==> config.mk <==
export PLATFORM = sky130hd
export DESIGN_NAME = ilk_stall_unit
export DESIGN_NICKNAME = d
export VERILOG_FILES = /design/src/rtl/ilk_pkg.sv /design/src/rtl/ilk_wb_chain.sv /design/src/rtl/ilk_path_scan.sv /design/src/rtl/ilk_stall_unit.sv
export SDC_FILE = /design/constraint.sdc
export NUM_CORES = 1
export LEC_CHECK = 0
export BUFFER_PORTS_ARGS = -buffer_cell sky130_fd_sc_hd__buf_4
export CORE_MARGIN = 3
export CORE_UTILIZATION = 65
export CTS_CLUSTER_DIAMETER = 60
export DETAILED_ROUTE_END_ITERATION = 10
export PLACE_DENSITY_LB_ADDON = 0.1
export SLEW_MARGIN = 20
export SYNTH_ARGS = -nofsm -noshare
export SYNTH_HDL_FRONTEND = slang
export SYNTH_SLANG_ARGS = --single-unit
==> constraint.sdc <==
create_clock -name clk -period 5 [get_ports clk]
set_input_delay 0.75 -clock clk [delete_from_list [all_inputs] [get_ports clk]]
set_output_delay 0.75 -clock clk [all_outputs]
set_load 0.01 [all_outputs]
==> src/rtl/ilk_pkg.sv <==
package ilk_pkg;

    parameter int REG_AW = 5;

    typedef enum logic [1:0] {
        PATH_INT  = 2'd0,
        PATH_FADD = 2'd1,
        PATH_FMUL = 2'd2,
        PATH_RSVD = 2'd3
    } path_e;

    // A register reference that only counts when it truly names a register.
    typedef struct packed {
        logic              live;
        logic [REG_AW-1:0] idx;
    } reg_ref_t;

    function automatic reg_ref_t make_ref(input logic vld, input logic en,
                                          input logic [REG_AW-1:0] idx);
        reg_ref_t r;
        r.live = vld && en && (idx != '0);
        r.idx  = idx;
        return r;
    endfunction

    // Cycles from leaving decode to writeback: execute stages, then memory, then writeback.
    function automatic int wb_lat(input int ex_stages);
        return ex_stages + 2;
    endfunction

endpackage

==> src/rtl/ilk_wb_chain.sv <==
module ilk_wb_chain #(
    parameter int DEPTH = 3,
    parameter int AW    = 5
) (
    input  logic                      clk,
    input  logic                      rst,
    input  logic                      push,
    input  logic [AW-1:0]             push_dst,
    output logic [DEPTH-1:0]          vld,
    output logic [DEPTH-1:0][AW-1:0]  dst
);
    // Entry k is the writer that left decode k+1 cycles ago; the last entry is in writeback.
    always_ff @(posedge clk) begin
        if (rst) begin
            vld <= '0;
            dst <= '0;
        end else begin
            vld <= {vld[DEPTH-2:0], push};
            dst <= {dst[DEPTH-2:0], push_dst};
        end
    end
endmodule

==> src/rtl/ilk_path_scan.sv <==
module ilk_path_scan import ilk_pkg::*; #(
    parameter int DEPTH = 3,
    parameter int LW    = 4
) (
    input  logic                          clk,
    input  logic                          rst,
    input  logic [DEPTH-1:0]              vld,
    input  logic [DEPTH-1:0][REG_AW-1:0]  dst,
    input  reg_ref_t                      src1,
    input  reg_ref_t                      src2,
    input  reg_ref_t                      wdst,
    input  logic [LW-1:0]                 new_lat,
    input  logic                          issue,
    input  logic                          br_ready,
    output logic                          raw_hit,
    output logic                          waw_hit,
    output logic                          port_hit
);
    always_comb begin
        raw_hit  = 1'b0;
        waw_hit  = 1'b0;
        port_hit = 1'b0;
        for (int i = 0; i < DEPTH; i++) begin
            if (vld[i] && (i < DEPTH-1)) begin
                if (src1.live && dst[i] == src1.idx) raw_hit = 1'b1;
                if (src2.live && dst[i] == src2.idx) raw_hit = 1'b1;
            end
            if (vld[i] && wdst.live) begin
                if ((dst[i] == wdst.idx) && ((DEPTH-1-i) >= int'(new_lat))) waw_hit = 1'b1;
                if ((DEPTH-1-i) == int'(new_lat)) port_hit = 1'b1;
            end
        end
    end

    for (genvar g = 0; g < DEPTH-1; g++) begin : g_raw_chk
        AST_NO_RAW_ISSUE: assert property (@(posedge clk) disable iff (rst)
            issue && vld[g] |-> !(src1.live && dst[g] == src1.idx) && !(src2.live && dst[g] == src2.idx));
        AST_BRANCH_CLEAR: assert property (@(posedge clk) disable iff (rst)
            br_ready && vld[g] |-> !(src1.live && dst[g] == src1.idx) && !(src2.live && dst[g] == src2.idx));
    end

    for (genvar g = 0; g < DEPTH; g++) begin : g_waw_chk
        AST_NO_WAW_ISSUE: assert property (@(posedge clk) disable iff (rst)
            issue && wdst.live && vld[g] && dst[g] == wdst.idx |-> (DEPTH-1-g) < int'(new_lat));
    end
endmodule

==> src/rtl/ilk_stall_unit.sv <==
module ilk_stall_unit import ilk_pkg::*; #(
    parameter int INT_EX  = 1,
    parameter int FADD_EX = 4,
    parameter int FMUL_EX = 7
) (
    input  logic              clk,
    input  logic              rst,
    input  logic              id_valid,
    input  logic [1:0]        id_path,
    input  logic [REG_AW-1:0] id_src1,
    input  logic              id_src1_en,
    input  logic [REG_AW-1:0] id_src2,
    input  logic              id_src2_en,
    input  logic [REG_AW-1:0] id_dst,
    input  logic              id_dst_en,
    input  logic              id_branch,
    output logic              stall,
    output logic              issue,
    output logic              branch_ready
);
    localparam int NPATH    = 3;
    localparam int LAT_INT  = wb_lat(INT_EX);
    localparam int LAT_FADD = wb_lat(FADD_EX);
    localparam int LAT_FMUL = wb_lat(FMUL_EX);
    localparam int LAT_MAX  = (LAT_FMUL > LAT_FADD) ? LAT_FMUL : LAT_FADD;
    localparam int LW       = $clog2(LAT_MAX + 1);

    reg_ref_t s1, s2, wd;
    path_e    path;
    logic [1:0]       sel;
    logic [LW-1:0]    new_lat;
    logic [NPATH-1:0] raw_v, waw_v, port_v, wb_vld, busy_v;

    assign s1   = make_ref(id_valid, id_src1_en, id_src1);
    assign s2   = make_ref(id_valid, id_src2_en, id_src2);
    assign wd   = make_ref(id_valid, id_dst_en, id_dst);
    assign path = path_e'(id_path);

    always_comb begin
        unique case (path)
            PATH_FADD: begin sel = 2'd1; new_lat = LW'(LAT_FADD); end
            PATH_FMUL: begin sel = 2'd2; new_lat = LW'(LAT_FMUL); end
            default:   begin sel = 2'd0; new_lat = LW'(LAT_INT);  end
        endcase
    end

    for (genvar p = 0; p < NPATH; p++) begin : g_path
        localparam int D = (p == 2) ? LAT_FMUL : ((p == 1) ? LAT_FADD : LAT_INT);
        logic [D-1:0]             vld;
        logic [D-1:0][REG_AW-1:0] dst;
        logic                     push;

        assign push = issue && wd.live && (sel == 2'(p));

        ilk_wb_chain #(.DEPTH(D), .AW(REG_AW)) u_chain (
            .clk(clk), .rst(rst), .push(push), .push_dst(wd.idx),
            .vld(vld), .dst(dst)
        );

        ilk_path_scan #(.DEPTH(D), .LW(LW)) u_scan (
            .clk(clk), .rst(rst), .vld(vld), .dst(dst),
            .src1(s1), .src2(s2), .wdst(wd), .new_lat(new_lat),
            .issue(issue), .br_ready(branch_ready),
            .raw_hit(raw_v[p]), .waw_hit(waw_v[p]), .port_hit(port_v[p])
        );

        assign wb_vld[p] = vld[D-1];
        assign busy_v[p] = |vld;
    end

    assign stall        = id_valid && ((|raw_v) || (|waw_v) || (|port_v));
    assign issue        = id_valid && !stall;
    assign branch_ready = id_valid && id_branch && !(|raw_v);

    AST_ONE_WRITER: assert property (@(posedge clk) disable iff (rst)
        $countones(wb_vld) <= 1);
    AST_RESET_EMPTY: assert property (@(posedge clk) disable iff (rst)
        $past(rst) |-> busy_v == '0);
    AST_NO_NAME_FREE: assert property (@(posedge clk) disable iff (rst)
        id_valid && !s1.live && !s2.live && !wd.live |-> !stall);
    AST_BUBBLE_ON_HOLD: assert property (@(posedge clk) disable iff (rst)
        stall |-> !issue && id_valid);
endmodule

### Word level (Yosys, flattened, before mapping)

Cells that the tools add are included.

* order comparisons: 9
* equality and inequality tests: 37
* mux-type cells: 115
* reduce and logical (&&, ||, !) cells: 78

Operator list (count)
* $eq A5 B5 Y1: 25
* $mux W1: 113
* $logic_and A1 B1 Y1: 66
* $eq A4 B4 Y1 const A: 5
* $ge A3 B4 Y1 const A: 4
* $reduce_bool A5 Y1: 3
* $reduce_or A3 Y1: 3
* $eq A3 B4 Y1 const A: 2
* $ge A1 B4 Y1 const A: 2
* $ge A2 B4 Y1 const A: 2
* $pmux W4 S2: 1
* $eq A2 B1 Y1 const B: 2
* $eq A2 B2 Y1 const B: 2
* $eq A2 B4 Y1 const A: 1
* $ge A4 B4 Y1 const A: 1
* $logic_not A4 Y1: 1
* $pmux W2 S2: 1
* $logic_not A1 Y1: 2
* $logic_not A2 Y1: 1
* $logic_or A1 B1 Y1: 2

* register bits: 63
* input bits: 24
* output and inout port bits: 3

### Logic depth before layout (Yosys ltp)

Gate-level depths: netlist (run 1).

* word-level depth: 35
* gate-level depth with buffers: 10
* depth with buffers taken out: 9

### Hierarchy

A second synthesis (run 1) with hierarchy kept.

* cell total of the unflattened synthesis: 697
* area total of the unflattened synthesis: 6557.5 um^2

By module, submodules not included
* ilk_path_scan at g_path[2].u_scan: times used 1, cells an instance 227, area each 1779.2 um^2, seq. area each 0.0 um^2
* ilk_wb_chain at g_path[2].u_chain: times used 1, cells an instance 113, area each 1443.9 um^2, seq. area each 1081.0 um^2
* ilk_path_scan at g_path[1].u_scan: times used 1, cells an instance 155, area each 1169.9 um^2, seq. area each 0.0 um^2
* ilk_wb_chain at g_path[1].u_chain: times used 1, cells an instance 75, area each 994.7 um^2, seq. area each 720.7 um^2
* ilk_wb_chain at g_path[0].u_chain: times used 1, cells an instance 37, area each 489.2 um^2, seq. area each 360.3 um^2
* ilk_path_scan at g_path[0].u_scan: times used 1, cells an instance 60, area each 469.2 um^2, seq. area each 0.0 um^2
* ilk_stall_unit: times used 1, cells an instance 30, area each 211.5 um^2, seq. area each 0.0 um^2

### Least setup slack after synthesis (run 1)

No wires, ideal clock.

* path kind: input-to-output
* start point: in id_path[0]
* end point: out issue
* data arrival time: 2323 ps
* path slack: 1927 ps
* stages on the path: 9
* buffers on the path: 1
* path through: inv_1 -> ha_1 -> clkbuf_1 -> o21a_1 -> o2111ai_1 -> o31ai_1 -> o311ai_2 -> nand3_2 -> nor3b_1

* cells in the longest elaborated chain, start to end: 28
* elaborated cells between the ends (all ways): 118

Ends and longest elaborated chain
* start: declaration: RTL line ilk_stall_unit.sv:9 `input logic [1:0] id_path,`
* $eq A2 B2 Y1 / $eq A2 B1 Y1 (equally long branches): RTL line ilk_stall_unit.sv:40 `unique case (path)`
* $pmux W4 S2 (*): RTL line ilk_stall_unit.sv:40
* $ge A4 B4 Y1: RTL line ilk_path_scan.sv:29 `if ((dst[i] == wdst.idx) && ((DEPTH-1-i) >= int'(new_lat))) waw_hit = 1'b1;`
* $logic_and A1 B1 Y1: RTL line ilk_path_scan.sv:29
* $mux W1: RTL line ilk_path_scan.sv:29
* $mux W1: RTL line ilk_path_scan.sv:28 `if (vld[i] && wdst.live) begin`
* $mux W1: RTL line ilk_path_scan.sv:29
* $mux W1: RTL line ilk_path_scan.sv:28
* [12 not listed]
* $mux W1: RTL line ilk_path_scan.sv:29
* $mux W1: RTL line ilk_path_scan.sv:28
* $reduce_or A3 Y1: RTL line ilk_stall_unit.sv:71 `assign stall = id_valid && ((|raw_v) || (|waw_v) || (|port_v));`
* $logic_or A1 B1 Y1: RTL line ilk_stall_unit.sv:71
* $logic_or A1 B1 Y1 (*): RTL line ilk_stall_unit.sv:71
* $logic_and A1 B1 Y1 (*): RTL line ilk_stall_unit.sv:71
* $logic_not A1 Y1 (*): RTL line ilk_stall_unit.sv:72 `assign issue = id_valid && !stall;`
* $logic_and A1 B1 Y1 (*): RTL line ilk_stall_unit.sv:72
* end: declaration: RTL line ilk_stall_unit.sv:18 `output logic issue,`

Mark *: on every way between the ends. The rest lies on a longest branch, timed or not.

### Final worst setup path (run 1)

Ends and elaborated chain as after synthesis.

==> metrics.md, run 1 <==
| Metric | Value |
|---|---|
| Status | `complete, no violations` |
| Share of post-route cells with drive strength above 1 | `between 10% and 20%` |
| Vias in the first global route | `2794` |
| Synth top area cells | `dfxtp_1, xnor2_1, xor2_1, nor2b_1, nor4_1` |
| Worst Max-Slew Pin Slew | `0.611 ns` |
| Max_cap viols | `0` |
| First drt pass iteration count | `4` |
| CTS tree | `built` |
| Crit path max fanout | `10` |
| # Post-CTS Setup Buffers | `0` |
| Hold/Removal Path Class | `reg -> reg` |
| WP data arrival | `2.51 ns` |
| Max Clk Rate | `307 MHz` |
| Clock transition at the registers of the reported paths | `about 0.060 ns` |
| RD Place Congestion | `approximately 0.9` |
| Hold Buf Count CTS | `0` |
| Post-CTS resize count | `0` |
| Sequential cell area | `1260 µm²` |
| Count of different cell masters after synthesis | `43` |
| Post-synth EDFFs | `0` |
| Net Sw Power | `0.265 mW` |
| # setup viols final | `0` |
| Most used DFF post-synth | `dfxtp_1` |
| Synthesis Warnings | `0` |
| Setup crit start | `id_path[0]` |
| Crit end category | `output pin` |
| Path depth of the worst reg2reg path | `6` |
| Power density cells | `263 nW/µm²` |
| Vias | `2783` |
| First-pass GRT wire length | `14400 µm` |
| Maximum clock path buffer count | `2` |
| Normalized max-slew margin | `59.3%` |
| Total Power | `1.02 mW` |
| Syn Area/Cell | `9.26 µm²` |
| Initial Utilization | `68.7%` |
| Width of the chip | `80.1 µm` |
| Post-DP HPWL | `approximately 6200 µm` |
| P&R area growth vs syn | `8.51%` |
| WL/cell | `18.5 µm` |
| Placed insts | `460` |
| Num CTS Buffers | `9` |
| Die Height | `roughly 80 µm` |
| Fin crit share | `65.1%` |
| Initial antenna violation count | `0` |
| Synth top area share | `35.3%` |
| RSZ-0062 raised after global routing | `no` |
| Clk Latency, worst-skew pair | `0.34 ns` |
| Commonest cells after routing, fill and taps aside | `xnor2_1, dfxtp_1, nor2b_1, xor2_1, buf_4` |
| Crit path required time | `4.25 ns` |
| Synthesis-stage register bit count | `63` |
| Synth Net Count | `414` |
| Yosys top cell by area | `dfxtp_1` |
| DRC viols | `0` |
| Finished Layout Cells | `473` |
| Sequential fraction of the synthesis area | `35.3%` |
| Syn Inst Count | `just under 400` |
| Final antenna-violating net count | `0` |
| Total negative slack | `0 ns` |
| Total grt overflow | `0` |
| Max Slew Vio Count | `0` |
| Post-synthesis cell area | `3570 µm²` |
| Worst VDD drop | `0.196 mV` |
| CP Class | `in -> out` |
| Commonest non-fill, non-tap cell in the layout | `xnor2_1` |
| Fin crit period | `3.26 ns` |
| Num rows | `26` |
| Fill count | `378` |
| DR iter-0 viols | `approximately 230` |
| Core ar. | `5200 µm²` |
| H-tree Lvls | `3` |
| Clock share of power | `a little over a third` |
| Internal power | `0.755 mW` |
| Area of the multi-input gates | `2160 µm²` |
| Flop pwr share | `between 50% and 60%` |
| Post-synth ARST share | `0%` |
| Drt total wl | `between 8000 and 9000 µm` |
| Final Hold Vio Count | `0` |
| Reg-to-Reg End | `g_path[2].u_chain.vld[0]$_SDFF_PP0_` |
| Largest net degree at the start of global routing | `64` |
| Die area | `6420 µm²` |
| Gate power share | `13.4%` |
| I/O pin total | `27` |
| GRT Util Overall | `30.1%` |
| Setup crit end | `issue` |
| LEAKAGE | `about 1.5 nW` |
| Nets | `429` |
| Vias/cell | `5.88` |
| Switching Fraction | `26.0%` |
| Reg2reg setup slack | `3.04 ns` |
| Diode count | `0` |
| Clock Skews | `0.00437 ns` |
| Hold Slack | `roughly 0.5 ns` |
| Root Buffer | `clkbuf_8` |
| Worst r2r src | `g_path[0].u_chain.vld[1]$_SDFF_PP0_` |
| CTS sink cnt | `63` |
| CP Launch Type | `primary input` |
| Port Buf Inserts | `26` |
-- per-stage QoR --
stage | util, % | area [µm²] | setup slack, ns
floorplan | - | 3570 | 1.93
global route | 74.5 | 3880 | 1.56
finish | 74.5 | 3880 | 1.74
detailed placement | 71.6 | 3730 | 1.75
CTS | 74.5 | 3880 | 1.75
global placement | 71.6 | 3730 | 1.80
-- logic make-up (layout without fill, tap and decap cells) --
group | count (synthesis) | in the layout | share of synthesized area (%)
simple gates | 149 | 149 | 24.7
buf+inv | 28 | 45 | 4.27
compound gates | 22 | 22 | 4.94
xor+xnor | 120 | 120 | 29.4
flops | 63 | 63 | 35.3
fa+ha+maj | 4 | 4 | 1.40
-- routing by layer --
metal | vias to the layer above | part of all wire, % | track usage (%)
met5 | - | 0 | 0
met4 | 0 | 2.4 | 13.0
met3 | 24 | 5.5 | 6.84
met2 | 108 | 49 | 49.8
met1 | 1331 | 43 | 37.4
li1 | 1320 | - | -
-- how the worst min path moves through the flow --
stage / to / cells after the start / startpoint
6_report: g_path[2].u_chain.dst[34]$_SDFF_PP0_ / 1 / g_path[2].u_chain.dst[29]$_SDFF_PP0_
3_3_place_gp: g_path[1].u_chain.vld[5]$_SDFF_PP0_ / 2 / g_path[1].u_chain.vld[4]$_SDFF_PP0_
3_5_place_dp: g_path[1].u_chain.vld[4]$_SDFF_PP0_ / 1 / g_path[1].u_chain.vld[3]$_SDFF_PP0_
2_1_floorplan: g_path[1].u_chain.vld[5]$_SDFF_PP0_ / 2 / g_path[1].u_chain.vld[4]$_SDFF_PP0_
4_1_cts: g_path[1].u_chain.vld[4]$_SDFF_PP0_ / 1 / g_path[1].u_chain.vld[3]$_SDFF_PP0_
5_1_grt: g_path[1].u_chain.vld[4]$_SDFF_PP0_ / 1 / g_path[1].u_chain.vld[3]$_SDFF_PP0_
-- worst max-delay path: stages --
cell and delay (ns):
buf_4 0.09, inv_1 0.05, ha_1 0.30, o21a_1 0.21
o2111ai_1 0.19, o31ai_1 0.11, o311ai_2 0.29, nand3_2 0.15
nor3b_1 0.20, buf_4 0.15
-- registers in the layout (all words and copies together), names as in the netlist --
register / count
g_path.u_chain.vld: 18
g_path.u_chain.dst: 45
-- cell usage after synthesis, types with 2 or more instances --
cell type and number:
buf_2 5, xnor2_1 69, ha_1 4, nor4_1 13, nor3_1 13, o21ai_1 3
dfxtp_1 63, and4_1 2, or4_1 3, inv_1 5, a21oi_1 2, clkbuf_1 7
nor2_1 11, a211o_1 2, o31ai_1 2, nand2b_1 4, and3_1 5, nor2b_1 59
or3_1 3, nand3_1 13, buf_4 9, xor2_1 51, nand4_1 12, o41ai_1 2
nand2_1 6
-- power by group through the flow --
stage	Clock, mW	Combinational (mW)	Sequential [mW]
floorplan	0	0.105	0.529
detailed placement	0	0.135	0.533
global placement	0	0.132	0.533
finish	0.361	0.137	0.522
global route	0.389	0.148	0.523
CTS	0.366	0.136	0.522
-- layout make-up --
class | instances | area share (%)
repair buffers | 26 | 5.03
clock buffers | 11 | 3.65
clock inverters | 2 | 0.258
well taps | 70 | 2.26
multi-input cells | 295 | 55.7
inverters | 6 | 0.581
flip-flops and latches | 63 | 32.5
Power figures use the tool's default switching activity.
==> run 2, diff against run 1 <==
- ABC_AREA: not set -> 1
- CORE_UTILIZATION: 65 -> 61
- clock period: 5 -> 3.2 ns (I/O delays scaled with it)
==> metrics.md, run 2 <==
| Metric | Value |
|---|---|
| Fill count | `534` |
| Core ar. | `~6100 µm²` |
| Biggest register | `g_path.u_chain.dst` |
| Post-DP HPWL | `8200 µm` |
| Synthesis-stage register bit count | `58` |
| Fin crit share | `85.0%` |
| RD Place Congestion | `0.924` |
| Worst VDD drop | `0.298 mV` |
| Commonest cells after routing, fill and taps aside | `nand2_1, nor2_1, inv_1, dfxtp_1, xor2_1` |
| Final Hold Vio Count | `0` |
| Sequential fraction of the synthesis area | `29.7%` |
| Clock transition at the registers of the reported paths | `0.06 ns` |
| Max Clk Rate | `about 370 MHz` |
| Hold Slack | `0.472 ns` |
| Crit path required time | `2.72 ns` |
| Fin crit period | `2.72 ns` |
| Post-synthesis cell area | `3910 µm²` |
| Normalized max-slew margin | `60.6%` |
| Count leader, synth | `nand2_1` |
| Synth top area share | `29.7%` |
| Commonest non-fill, non-tap cell in the layout | `nand2_1` |
| Crit end category | `output pin` |
| Top cells by count, synth | `nand2_1, nor2_1, inv_1, dfxtp_1, xor2_1` |
| Clock Skews | `0.00783 ns` |
| # Post-CTS Setup Buffers | `0` |
| Status | `complete, no violations` |
| GRT Util Overall | `slightly above 30%` |
| Switching Fraction | `28.1%` |
| Yosys top cell by area | `dfxtp_1` |
| Die Height | `86.1 µm` |
| Largest net degree at the start of global routing | `57` |
| I/O pin total | `27` |
| DR iter-0 viols | `468` |
| Num CTS Buffers | `9` |
| Syn Inst Count | `620` |
| Syn Area/Cell | `around 6.3 µm²` |
| Total Power | `1.70 mW` |
| Initial antenna violation count | `0` |
| Post-synth EDFFs | `0` |
| Num rows | `28` |
| Nets | `about 660` |
| Total negative slack | `0 ns` |
| Top Family by Delay on Critical Path | `simple AND/OR/NAND/NOR gates` |
| Hold Buf Count CTS | `0` |
| Post-synth ARST share | `0%` |
| CP Launch Type | `primary input` |
| Final Core Density | `~70%` |
| Width of the chip | `~86 µm` |
| Slowest stage delay, CP | `~0.40 ns` |
| Count of different cell masters after synthesis | `31` |
| Clock share of power | `41.2%` |
| Hold/Removal Path Class | `reg -> reg` |
| First-pass GRT wire length | `17600 µm` |
| CTS tree | `built` |
| DRC viols | `0` |
| Sequential cell area | `around 1200 µm²` |
| Worst setup margin | `0.479 ns` |
| Area of the multi-input gates | `2290 µm²` |
| Power density cells | `401 nW/µm²` |
| LEAKAGE | `2.03 nW` |
| Place WS | `around 0.5 ns` |
| First drt pass iteration count | `6` |
| Synth Net Count | `approximately 650` |
| Total grt overflow | `0` |
| CP Cell Sequence | `buf_4 > inv_1 > ha_1 > nand2_1 > nor2_1 > o21ai_0 > o2111ai_1 > nor2_1 > nand2_1 > nand2_1 > nand3_1 > nor2_1 > nand2_1 > nor2_1 > buf_4` |
| Vias in the first global route | `3365` |
| CP max stage cell | `ha_1` |
| Max Slew Vio Count | `0` |
| Synth top area cells | `dfxtp_1, nand2_1, nor2_1, xor2_1, inv_1` |
| Synthesis Warnings | `0` |
| P&R area growth vs syn | `8.73%` |
| Gate power share | `14.9%` |
| CP Class | `in -> out` |
| Net Sw Power | `0.479 mW` |
| Die area | `7410 µm²` |
| WL/cell | `15.5 µm` |
| CTS sink cnt | `a little under 60` |
| Crit path max fanout | `10` |
| Maximum clock path buffer count | `2` |
| Clk Latency, worst-skew pair | `0.35 ns` |
| Port Buf Inserts | `26` |
| Final antenna-violating net count | `0` |
| RSZ-0062 raised after global routing | `no` |
| Vias/cell | `around 5.4` |
| Root Buffer | `clkbuf_8` |
| Max reg flops | `40` |
| Max_cap viols | `0` |
| Drt total wl | `11000 µm` |
| Buffers and inverters on the worst path | `3` |
| H-tree Lvls | `3` |
| Internal power | `1.23 mW` |
| WP data arrival | `2.24 ns` |
| Diode count | `0` |
| Worst Max-Slew Pin Slew | `0.591 ns` |
| Share of post-route cells with drive strength above 1 | `8.62%` |
| Flop pwr share | `43.9%` |
| Top Registers | `g_path.u_chain.dst (40), g_path.u_chain.vld (18)` |
| # setup viols final | `0` |
| Most used DFF post-synth | `dfxtp_1` |
| Initial Utilization | `about 65%` |
| Post-CTS resize count | `0` |
| Vias | `3840` |
==> run 2: kinds of logic after synthesis <==
group | synth area share, %
AO/OA/AOI/OAI | 2.69
buffers and inverters | 11.9
AND/OR/NAND/NOR | 37.7
flip-flops | 29.7
XOR/XNOR | 16.8
adder cells (fa/ha/maj) | 1.28
==> run 2: layout make-up <==
cell class	instances	share of cell area, %
sequential	58	27.3
inverter	80	7.35
clock inverter	4	1.18
clock buffer	12	3.65
tap	75	2.21
multi-input combinational	458	53.7
timing repair buffer	26	4.59
==> run 2: final timing paths <==
check,start,to,cells after the start,slack [ns]
max,id_path[0],issue,15,0.48
min,g_path[1].u_chain.vld[0]$_SDFF_PP0_,g_path[1].u_chain.vld[1]$_SDFF_PP0_,2,0.47
max reg2reg,g_path[2].u_chain.dst[15]$_SDFF_PP0_,g_path[1].u_chain.vld[0]$_SDFF_PP0_,14,1.39
min reg2reg,g_path[1].u_chain.vld[0]$_SDFF_PP0_,g_path[1].u_chain.vld[1]$_SDFF_PP0_,2,0.47
==> run 2: metrics by stage <==
step	cell area, µm²	cells
floorplan	3910	620
global placement	4050	697
detailed placement	4050	697
CTS	4250	713
global route	4250	713
finish	4250	713
==> run 2: routing by layer <==
layer | share of wire [%] | track usage, %
met1 | 45 | 46.2
met2 | 44 | 46.2
met3 | 9.9 | 5.67
met4 | 0.96 | 6.47
met5 | 0 | 0
==> run 2: worst register-to-register path: stages (launching register included) <==
cell	delay, ns
dfxtp_1	0.39
inv_1	0.11
nand2_1	0.08
nand2_1	0.05
nand2_1	0.08
nor2_1	0.05
nand3_1	0.07
nand2_1	0.10
nand2_1	0.08
nand2_1	0.05
nor2_1	0.10
nand3_1	0.13
nor2_1	0.14
nand4_1	0.14
nor2_1	0.16
==> run 2: power by group through the flow <==
stage	combinational, mW	sequential, mW	clock, mW
3_3_place_gp	0.243	0.764	0
6_report	0.254	0.749	0.702
3_5_place_dp	0.247	0.764	0
4_1_cts	0.249	0.748	0.708
5_1_grt	0.278	0.750	0.746
2_1_floorplan	0.186	0.760	0
